[src/rtl/mixer_pkg.sv]
// Package: shared widths, register addresses and the attenuation coefficient
// lookup for the codec output mixer.
// Assumes 4-bit attenuation steps of 1.5 dB and Q15 coefficients.
package mixer_pkg;
    localparam int SAMPLE_W  = 16;
    localparam int STEP_W    = 4;
    localparam int COEF_FRAC = 15;
    localparam int COEF_W    = COEF_FRAC + 2;
    localparam int ADDR_W    = 3;
    localparam int DATA_W    = 8;

    localparam logic [ADDR_W-1:0] A_SEL  = 3'd0;
    localparam logic [ADDR_W-1:0] A_GAIN = 3'd1;
    localparam logic [ADDR_W-1:0] A_ATTL = 3'd2;
    localparam logic [ADDR_W-1:0] A_ATTR = 3'd3;
    localparam logic [ADDR_W-1:0] A_STAT = 3'd4;

    // Q15 scale factor for an attenuation step: floor(32768 * 10^(-0.075*k)).
    function automatic logic [COEF_W-1:0] atten_coef(input logic [STEP_W-1:0] step);
        case (step)
            4'd0:    return 17'd32768;
            4'd1:    return 17'd27570;
            4'd2:    return 17'd23197;
            4'd3:    return 17'd19518;
            4'd4:    return 17'd16422;
            4'd5:    return 17'd13818;
            4'd6:    return 17'd11626;
            4'd7:    return 17'd9782;
            4'd8:    return 17'd8230;
            4'd9:    return 17'd6925;
            4'd10:   return 17'd5827;
            4'd11:   return 17'd4902;
            4'd12:   return 17'd4125;
            4'd13:   return 17'd3470;
            4'd14:   return 17'd2920;
            default: return 17'd2457;
        endcase
    endfunction
endpackage

[src/rtl/mix_regs.sv]
// Module: register file of the mixer. It holds input select, input gain, the
// two attenuation steps and the sticky overflow flags (write-one-to-clear),
// and returns the addressed register on a combinational read port.
// Assumes a single write port; when a flag is set and cleared in the same
// cycle, the set takes priority.
module mix_regs
    import mixer_pkg::*;
#(
    parameter int AW = ADDR_W,
    parameter int DW = DATA_W,
    parameter int SW = STEP_W
) (
    input  logic          clk,
    input  logic          rst_n,
    input  logic          we,
    input  logic [AW-1:0] addr,
    input  logic [DW-1:0] wdata,
    input  logic [1:0]    ovf_set,
    output logic [1:0]    sel,
    output logic [2*SW-1:0] gain,
    output logic [SW-1:0] att_l,
    output logic [SW-1:0] att_r,
    output logic [1:0]    ovf,
    output logic [DW-1:0] rdata
);
    logic [1:0] ovf_clr;

    // Control register writes.
    always_ff @(posedge clk) begin
        if (!rst_n) begin
            sel   <= 2'b11;
            gain  <= {1'b1, {(SW-1){1'b0}}, 1'b1, {(SW-1){1'b0}}};
            att_l <= '0;
            att_r <= '0;
        end else if (we) begin
            case (addr)
                A_SEL:   sel   <= wdata[1:0];
                A_GAIN:  gain  <= wdata[2*SW-1:0];
                A_ATTL:  att_l <= wdata[SW-1:0];
                A_ATTR:  att_r <= wdata[2*SW-1:SW];
                default: ;
            endcase
        end
    end

    // Clear mask from a write to the status address.
    assign ovf_clr = (we && addr == A_STAT) ? wdata[1:0] : 2'b00;

    // Sticky flags: clear on write-one, a new overflow wins over the clear.
    always_ff @(posedge clk) begin
        if (!rst_n) ovf <= 2'b00;
        else        ovf <= (ovf & ~ovf_clr) | ovf_set;
    end

    // Combinational readback of the addressed register.
    always_comb begin
        rdata = '0;
        case (addr)
            A_SEL:   rdata[1:0]       = sel;
            A_GAIN:  rdata[2*SW-1:0]  = gain;
            A_ATTL:  rdata[SW-1:0]    = att_l;
            A_ATTR:  rdata[2*SW-1:SW] = att_r;
            A_STAT:  rdata[1:0]       = ovf;
            default: rdata            = '0;
        endcase
    end
endmodule

[src/rtl/mix_sat_adder.sv]
// Module: one channel of the saturating two-input adder. Each operand is
// gated by its enable; the sum is clamped to the signed W-bit range and the
// clamp is reported.
// Assumes two's-complement operands of equal width; purely combinational.
module mix_sat_adder #(
    parameter int W = 16
) (
    input  logic [W-1:0] a,
    input  logic         en_a,
    input  logic [W-1:0] b,
    input  logic         en_b,
    output logic [W-1:0] sum,
    output logic         clamped
);
    logic [W:0] wide;

    // Sign-extended sum of the enabled operands, one guard bit.
    always_comb begin
        wide = (en_a ? {a[W-1], a} : '0) + (en_b ? {b[W-1], b} : '0);
    end

    // Guard bit differing from the sign bit means the W-bit range was left.
    assign clamped = wide[W] ^ wide[W-1];

    // Clamp toward the limit on the side of the true sign.
    always_comb begin
        if (clamped) sum = wide[W] ? {1'b1, {(W-1){1'b0}}} : {1'b0, {(W-1){1'b1}}};
        else         sum = wide[W-1:0];
    end
endmodule

[src/rtl/mix_atten.sv]
// Module: one channel of the stepwise attenuator. The sample is multiplied by
// a Q15 coefficient picked by the step and the product is truncated toward
// zero.
// Assumes coefficients no larger than 1.0 so the result fits in W bits;
// purely combinational.
module mix_atten
    import mixer_pkg::*;
#(
    parameter int W  = SAMPLE_W,
    parameter int SW = STEP_W
) (
    input  logic [W-1:0]  sample,
    input  logic [SW-1:0] step,
    output logic [W-1:0]  result
);
    localparam int PW = W + COEF_W + 1;
    localparam logic signed [PW-1:0] BIAS = PW'((1 << COEF_FRAC) - 1);

    logic signed [PW-1:0] samp_x;
    logic signed [PW-1:0] coef_x;
    logic signed [PW-1:0] prod;
    logic signed [PW-1:0] biased;

    // Widen the operands and form the product.
    always_comb begin
        samp_x = PW'($signed(sample));
        coef_x = PW'(atten_coef(step));
        prod   = samp_x * coef_x;
    end

    // A negative product gets a bias before the shift so it rounds toward zero.
    assign biased = prod[PW-1] ? prod + BIAS : prod;
    assign result = W'(biased >>> COEF_FRAC);
endmodule

[src/rtl/codec_out_mixer.sv]
// Module: top of the codec output mixer. Stage 1 registers the selected and
// saturated per-channel sum and raises the overflow flags; stage 2 registers
// the attenuated result. Channel index 1 is left, 0 is right.
// Assumes the select and attenuation settings stay put while a sample is in
// the pipeline.
module codec_out_mixer
    import mixer_pkg::*;
#(
    parameter int SAMPLE_BITS = SAMPLE_W,
    parameter int STEP_BITS   = STEP_W
) (
    input  logic                   clk,
    input  logic                   rst_n,
    input  logic                   reg_we,
    input  logic [ADDR_W-1:0]      reg_addr,
    input  logic [DATA_W-1:0]      reg_wdata,
    output logic [DATA_W-1:0]      reg_rdata,
    input  logic                   in_valid,
    input  logic [SAMPLE_BITS-1:0] adc_l,
    input  logic [SAMPLE_BITS-1:0] adc_r,
    input  logic [SAMPLE_BITS-1:0] mux_l,
    input  logic [SAMPLE_BITS-1:0] mux_r,
    output logic                   out_valid,
    output logic [SAMPLE_BITS-1:0] out_l,
    output logic [SAMPLE_BITS-1:0] out_r,
    output logic [1:0]             ovf_flags,
    output logic [STEP_BITS-1:0]   gain_l,
    output logic [STEP_BITS-1:0]   gain_r
);
    localparam int NCH = 2;

    logic [1:0]                           sel_q;
    logic [2*STEP_BITS-1:0]               gain_q;
    logic [STEP_BITS-1:0]                 att_l_q, att_r_q;
    logic [NCH-1:0][SAMPLE_BITS-1:0]      adc_ch, mux_ch, sum_ch, att_ch;
    logic [NCH-1:0][SAMPLE_BITS-1:0]      mix_q, out_q;
    logic [NCH-1:0][STEP_BITS-1:0]        step_ch;
    logic [NCH-1:0]                       clamp_ch;
    logic                                 mid_valid;

    assign adc_ch  = {adc_l, adc_r};
    assign mux_ch  = {mux_l, mux_r};
    assign step_ch = {att_l_q, att_r_q};

    mix_regs #(.AW(ADDR_W), .DW(DATA_W), .SW(STEP_BITS)) u_regs (
        .clk     (clk),
        .rst_n   (rst_n),
        .we      (reg_we),
        .addr    (reg_addr),
        .wdata   (reg_wdata),
        .ovf_set (clamp_ch & {NCH{in_valid}}),
        .sel     (sel_q),
        .gain    (gain_q),
        .att_l   (att_l_q),
        .att_r   (att_r_q),
        .ovf     (ovf_flags),
        .rdata   (reg_rdata)
    );

    for (genvar ch = 0; ch < NCH; ch++) begin : g_ch
        mix_sat_adder #(.W(SAMPLE_BITS)) u_add (
            .a       (adc_ch[ch]),
            .en_a    (sel_q[0]),
            .b       (mux_ch[ch]),
            .en_b    (sel_q[1]),
            .sum     (sum_ch[ch]),
            .clamped (clamp_ch[ch])
        );

        mix_atten #(.W(SAMPLE_BITS), .SW(STEP_BITS)) u_att (
            .sample (mix_q[ch]),
            .step   (step_ch[ch]),
            .result (att_ch[ch])
        );
    end

    // Stage 1: capture the saturated mix of an accepted sample pair.
    always_ff @(posedge clk) begin
        if (!rst_n) begin
            mix_q     <= '0;
            mid_valid <= 1'b0;
        end else begin
            mid_valid <= in_valid;
            if (in_valid) mix_q <= sum_ch;
        end
    end

    // Stage 2: capture the attenuated pair and present it.
    always_ff @(posedge clk) begin
        if (!rst_n) begin
            out_q     <= '0;
            out_valid <= 1'b0;
        end else begin
            out_valid <= mid_valid;
            if (mid_valid) out_q <= att_ch;
        end
    end

    assign out_l  = out_q[1];
    assign out_r  = out_q[0];
    assign gain_l = gain_q[2*STEP_BITS-1:STEP_BITS];
    assign gain_r = gain_q[STEP_BITS-1:0];
endmodule

[config.mk]
export PLATFORM = sky130hd
export DESIGN_NAME = codec_out_mixer
export DESIGN_NICKNAME = d
export VERILOG_FILES = /design/src/rtl/mixer_pkg.sv /design/src/rtl/mix_regs.sv /design/src/rtl/mix_sat_adder.sv /design/src/rtl/mix_atten.sv /design/src/rtl/codec_out_mixer.sv
export SDC_FILE = /design/constraint.sdc
export NUM_CORES = 2
export LEC_CHECK = 0
export ABC_AREA = 1
export CAP_MARGIN = 25
export CORE_UTILIZATION = 54
export CTS_BUF_LIST = sky130_fd_sc_hd__clkbuf_8
export CTS_CLUSTER_SIZE = 30
export DETAILED_ROUTE_END_ITERATION = 10
export GPL_TIMING_DRIVEN = 0
export PLACE_DENSITY = 0.75
export SYNTH_ARGS = -nofsm -noshare
export SYNTH_HDL_FRONTEND = slang
export SYNTH_HIERARCHICAL = 1
export SYNTH_SLANG_ARGS = --single-unit
export TNS_END_PERCENT = 10
[constraint.sdc]
create_clock -name clk -period 6.7 [get_ports clk]
set_input_delay 0.67 -clock clk [delete_from_list [all_inputs] [get_ports clk]]
set_output_delay 0.67 -clock clk [all_outputs]
set_load 0.03 [all_outputs]
-- Yosys cells after proc, flatten, opt, wreduce, memory -nomap -nowiden
Memories as Yosys holds them, arrays and structs flattened. A register that Yosys moved wholly into a read port is not among the register bits.
Index checks and enable logic that the tools add are counted.
Widths: inputs -> output; s select.
- flip-flop bits (word level): 86
- bits in read-only memories: 512
- bits of input ports: 79
- output and inout bits: 51
- logic and storage cells: 53
- memories: 2
- $add $sub $neg: 4
- multipliers: 2
- equality and inequality tests: 4
- muxes and demuxes: 18
- bitwise gates (word level): 6
- reductions and logical operators: 6
- memories (name ; words ; bits a word ; read ports ; clocked after memory_dff ; write ports ; RTL line ; source):
    (no name shown) ; 16 ; 16 ; 1 ; 1 ; 0 ; mixer_pkg.sv:20 ; case (step)
    (no name shown) ; 16 ; 16 ; 1 ; 1 ; 0 ; mixer_pkg.sv:20 ;
- operators by type and width (cell ; count):
    $mul 16x18->34 ; 2
    $mux 17 ; 4
    $mux 16 ; 4
    $add 31x16->31 const B ; 2
    $mux 31 ; 2
    $add 17x17->17 ; 2
    $mux 4 ; 4
    $pmux 2 s4 ; 1
    $pmux 4 s2 ; 1
    $reduce_and 2->1 ; 4
    $eq 3x2->1 const B ; 2
    $and 2x2->2 ; 2
    $pmux 2 s2 ; 1
    $eq 3x1->1 const B ; 1
    $eq 3x3->1 const B ; 1
    $logic_not 3->1 ; 1
    $mux 2 ; 1
    $not 2->2 ; 1
    $or 2x2->2 ; 1
    $xor 1x1->1 ; 2
    $logic_and 1x1->1 ; 1

-- Depth between registers and ports, before layout
- word-level depth: 6
- gate-level depth with buffers: 43
- mapped depth without buffers: 43

-- By module
The synthesis kept the hierarchy.
- modules (own cells, without submodules) (module ; instances ; cells an instance ; area each (um^2) ; sequential area each (um^2)):
    mix_atten (g_ch[1].u_att) ; 1 ; 1554 ; 10680.2 ; 0.0
    mix_atten (g_ch[0].u_att) ; 1 ; 1488 ; 10372.4 ; 0.0
    codec_out_mixer ; 1 ; 415 ; 2668.8 ; 1321.3
    mix_sat_adder ; 2 ; 256 ; 1295.0 ; 0.0
    mix_regs ; 1 ; 150 ; 965.9 ; 400.4

-- Worst setup path before layout
No wires, ideal clock.
- path kind: flip-flop to flip-flop
- start: reg, netlist name u_regs/att_r[0]
- end: reg out_q, in the netlist out_r[15]
- setup time: 0.114 ns
- data arrival time: 6.611 ns
- data required time: 6.586 ns
- setup slack: -0.025 ns
- stages on the path, launching flop included: 39
- buffers on the path: 1
- period minus slack after synthesis: 6.725 ns
- cells stage by stage: dfxtp_1 inv_1 ha_1 nand2_1 nand2_1 o21a_1 clkbuf_1 inv_1 nand2_1 fa_1 fa_1 inv_1 fa_1 fa_1 fa_1 inv_1 fa_1 inv_1 (+3 left out) nand2_1 nand2_1 a21oi_2 nand2_2 nand2_2 nand2_1 nand2_1 nand2_2 nor2_2 nand2_2 nor2_4 nand3_1 nand2_1 inv_1 inv_1 nand2_1 nand2_1 nor2_1
- RTL lines (element ; RTL line ; source):
    end signal, assigned ; codec_out_mixer.sv:95 ; if (mid_valid) out_q <= att_ch;
    end, declared ; codec_out_mixer.sv:36 ; logic [NCH-1:0][SAMPLE_BITS-1:0] mix_q, out_q;

==> flow_metrics.py <==
metrics = {
    "sta": {
        "setup_viol": 31,
        "min_period_ps": 6940,
        "fin_crit_sh": 1.04,
        "fin_worst_skew_ps": 21.3,
        "final.setup.worst_slack_ps": -244,
        "worst-slew-pin-transition_ps": 707,
        "holdWs_ps": 474,
        "slew-limit-headroom": 0.529,
        "finalSetupTns_ps": -5280,
        "fmax_mhz": 144,
        "hold_violations": 0,
        "rsz0062_at_grt": "true",
        "maxSlewViolCount": 0,
    },
    "setup_path": {
        "startpoint_type": "flop",
        "cp_slowest_cell": "fa_2",
        "ff2ff_path_depth": 35,
        "endpoint_kind": "flop",
        "arrival_ps": 7290,
        "slowest_delay_ps": 570,
        "path_max_fanout": 7,
        "required_ps": 7050,
        "crit_type": "reg2reg",
    },
    "synth": {
        "ys_top_cells_by_count": "1218 x nand2_1, 973 x inv_1, 521 x nor2_1",
        "ys_warn_count": 6,
        "syn-cell-area_um2": 27300,
        "syn_nets": 4886,
        "netlist.area_leader.share": 0.286,
        "synthFlopType": "dfxtp_1",
        "ys_types": 48,
        "synth_area_leaders": "fa_1 29%, nand2_1 17%, ha_1 14%",
        "synth-edff-count": 0,
        "syn_avg_cell_area_um2": 6.62,
        "syn_inst": 4119,
        "ys_seq_elements": 86,
        "yosysMostFrequentCell": "nand2_1",
        "ys_seq_area_frac": 0.0631,
        "async_flop_share": 0,
        "synth_area_leader_cell": "fa_1",
    },
    "floorplan": {
        "core.rowCount": 81,
        "dieHeight_um": 227,
        "dieArea_um2": 51400,
        "core_area_um2": 49400,
        "io_pins": 130,
        "die_x_um": 227,
        "initial_core_util": 0.553,
    },
    "clocking": {
        "clk_latency_ps": 450,
        "cts_tree": "built",
        "clk_pin_slew_ps": 100,
        "htree_levels": 3,
        "cts.sinks": 86,
        "ctsLongestPathBuffers": 2,
        "holdBufCountCts": 0,
        "clockRootBuffer": "clkbuf_8",
        "cts_buffers": 9,
    },
    "power_and_ir_drop": {
        "p_leak_uw": 0.0180,
        "peakVddDrop_uv": 211,
        "p_per_area_nw_per_um2": 194,
    },
    "place": {
        "port_buffers": 127,
        "dp_hpwl_um": 64000,
        "place_inst": 4911,
        "gp_congestion": 1.00,
    },
    "flow_run": {
        "drv_cap": 0,
    },
    "outcome": {
        "outcome": "complete, but fails checks",
        "failed_checks": "setup timing",
    },
    "drt": {
        "first_iter_violations": 1661,
        "drtPass1Iterations": 6,
        "routed_wl_um": 79900,
        "viasPerCell": 5.15,
        "wl_per_cell_um": 15.8,
        "antenna_left": 0,
        "vias": 26053,
        "drc": 0,
    },
    "global_route": {
        "grt_max_degree": 17,
        "grt_pass1_vias": 26481,
        "grt_use_total": 0.322,
        "grt_antenna_before_repair": 1,
        "overflow": 0,
        "grt_pass1_wl_um": 130000,
    },
    "final_layout": {
        "seqCellArea_um2": 1750,
        "fillers": 4382,
        "multi_input_area_um2": 22900,
        "instances_no_fill": 5061,
        "layout-drive-gt1-share": 0.152,
        "areaGrowthSynthToFinish_pct": 19.1,
        "fin_nets": 5158,
    },
    "worst_hold_path": {
        "whs_path_depth": 2,
        "hold_path.class": "reg2reg",
    },
}
==> kinds of logic after synthesis <==
logic type,count (synthesis),share of synthesized area
AO/OA/AOI/OAI,138,0.0283
buffers and inverters,1095,0.154
adder cells (fa/ha/maj),688,0.423
XOR/XNOR,42,0.0138
AND/OR/NAND/NOR,2070,0.318
flip-flops,86,0.0631
==> registers in the layout, summed over array words and instances, names as in the netlist <==
name,flops
u_regs/ovf,2
u_regs/sel,2
out_r,16
mid_valid,1
u_regs/gain,8
u_regs/att_l,4
out_l,16
mix_q,32
u_regs/att_r,4
out_valid,1
==> layer usage <==
layer,share of wire,global-route usage,up-vias
met3,0.061,0.0443,304
met5,0,0,-
met1,0.40,0.391,12244
met4,0.063,0.177,0
met2,0.48,0.551,931
li1,-,-,12574
==> through the flow <==
stage	setup WS (ps)	total power (uW)	util	cell area, um2
finish	-244	6300	0.658	32500
global route	-557	6960	0.658	32500
CTS	-163	5970	0.641	31700
detailed placement	-1580	5030	0.595	29400
global placement	-1430	4970	0.595	29400
floorplan	-19.9	3890	-	27300
==> worst max-delay path: cells and delay by family, from the launching register on <==
kind                     cells  cell delay (ps)
adder cells (fa/ha/maj)      8             3590
AND/OR/NAND/NOR             17             1720
buffers and inverters        9              980
flip-flops                   1              380
AO/OA/AOI/OAI                1              190
==> path summary, 6_finish.rpt <==
check             slack [ps]        to            start
setup / recovery        -240  out_r[1]  u_regs/att_r[1]
hold / removal           470  out_l[6]         out_l[6]
hold reg to reg          470  out_l[6]         out_l[6]
setup reg to reg        -240  out_r[1]  u_regs/att_r[1]
==> repair_timing <==
action | CTS | global route
resized for setup | 338 | 162
setup buffers | 99 | 36
pin swaps | 112 | 120
setup endpoints to repair | 32 | 32
endpoints found under the hold margin | 0 | 0
==> layout make-up <==
cell class	count	area share
Timing Repair Buffer	263	0.0742
Buffer	84	0.0154
Clock inverter	6	0.00235
Inverter	1009	0.121
Multi-Input combinational cell	2938	0.703
Antenna cell	1	0.0000770
Sequential cell	86	0.0537
Clock buffer	10	0.00424
Tap cell	664	0.0256
==> where the power goes <==
group | switching, uW | internal (uW)
combinational | 3260 | 1980
clock | 240 | 189
sequential | 71.8 | 566
total | 3570 | 2730
==> cell usage in the layout, fill, tap and decap left out, types with 15 or more instances in the layout <==
master	count
nand2_1	1127
inv_1	934
nor2_1	472
fa_1	369
ha_1	263
clkdlybuf4s50_1	127
buf_4	126
nand2_2	118
nand3_1	107
dfxtp_1	78
a21oi_1	69
nor2_2	50
inv_2	45
nand2_4	42
nor2_4	37
clkbuf_1	31
nand4_1	31
nand3_2	28
ha_4	28
xor2_1	21
fa_2	21
xnor2_1	18
clkbuf_8	16
buf_6	16
buf_2	15
No activity file was read; power rests on OpenSTA's default activity.
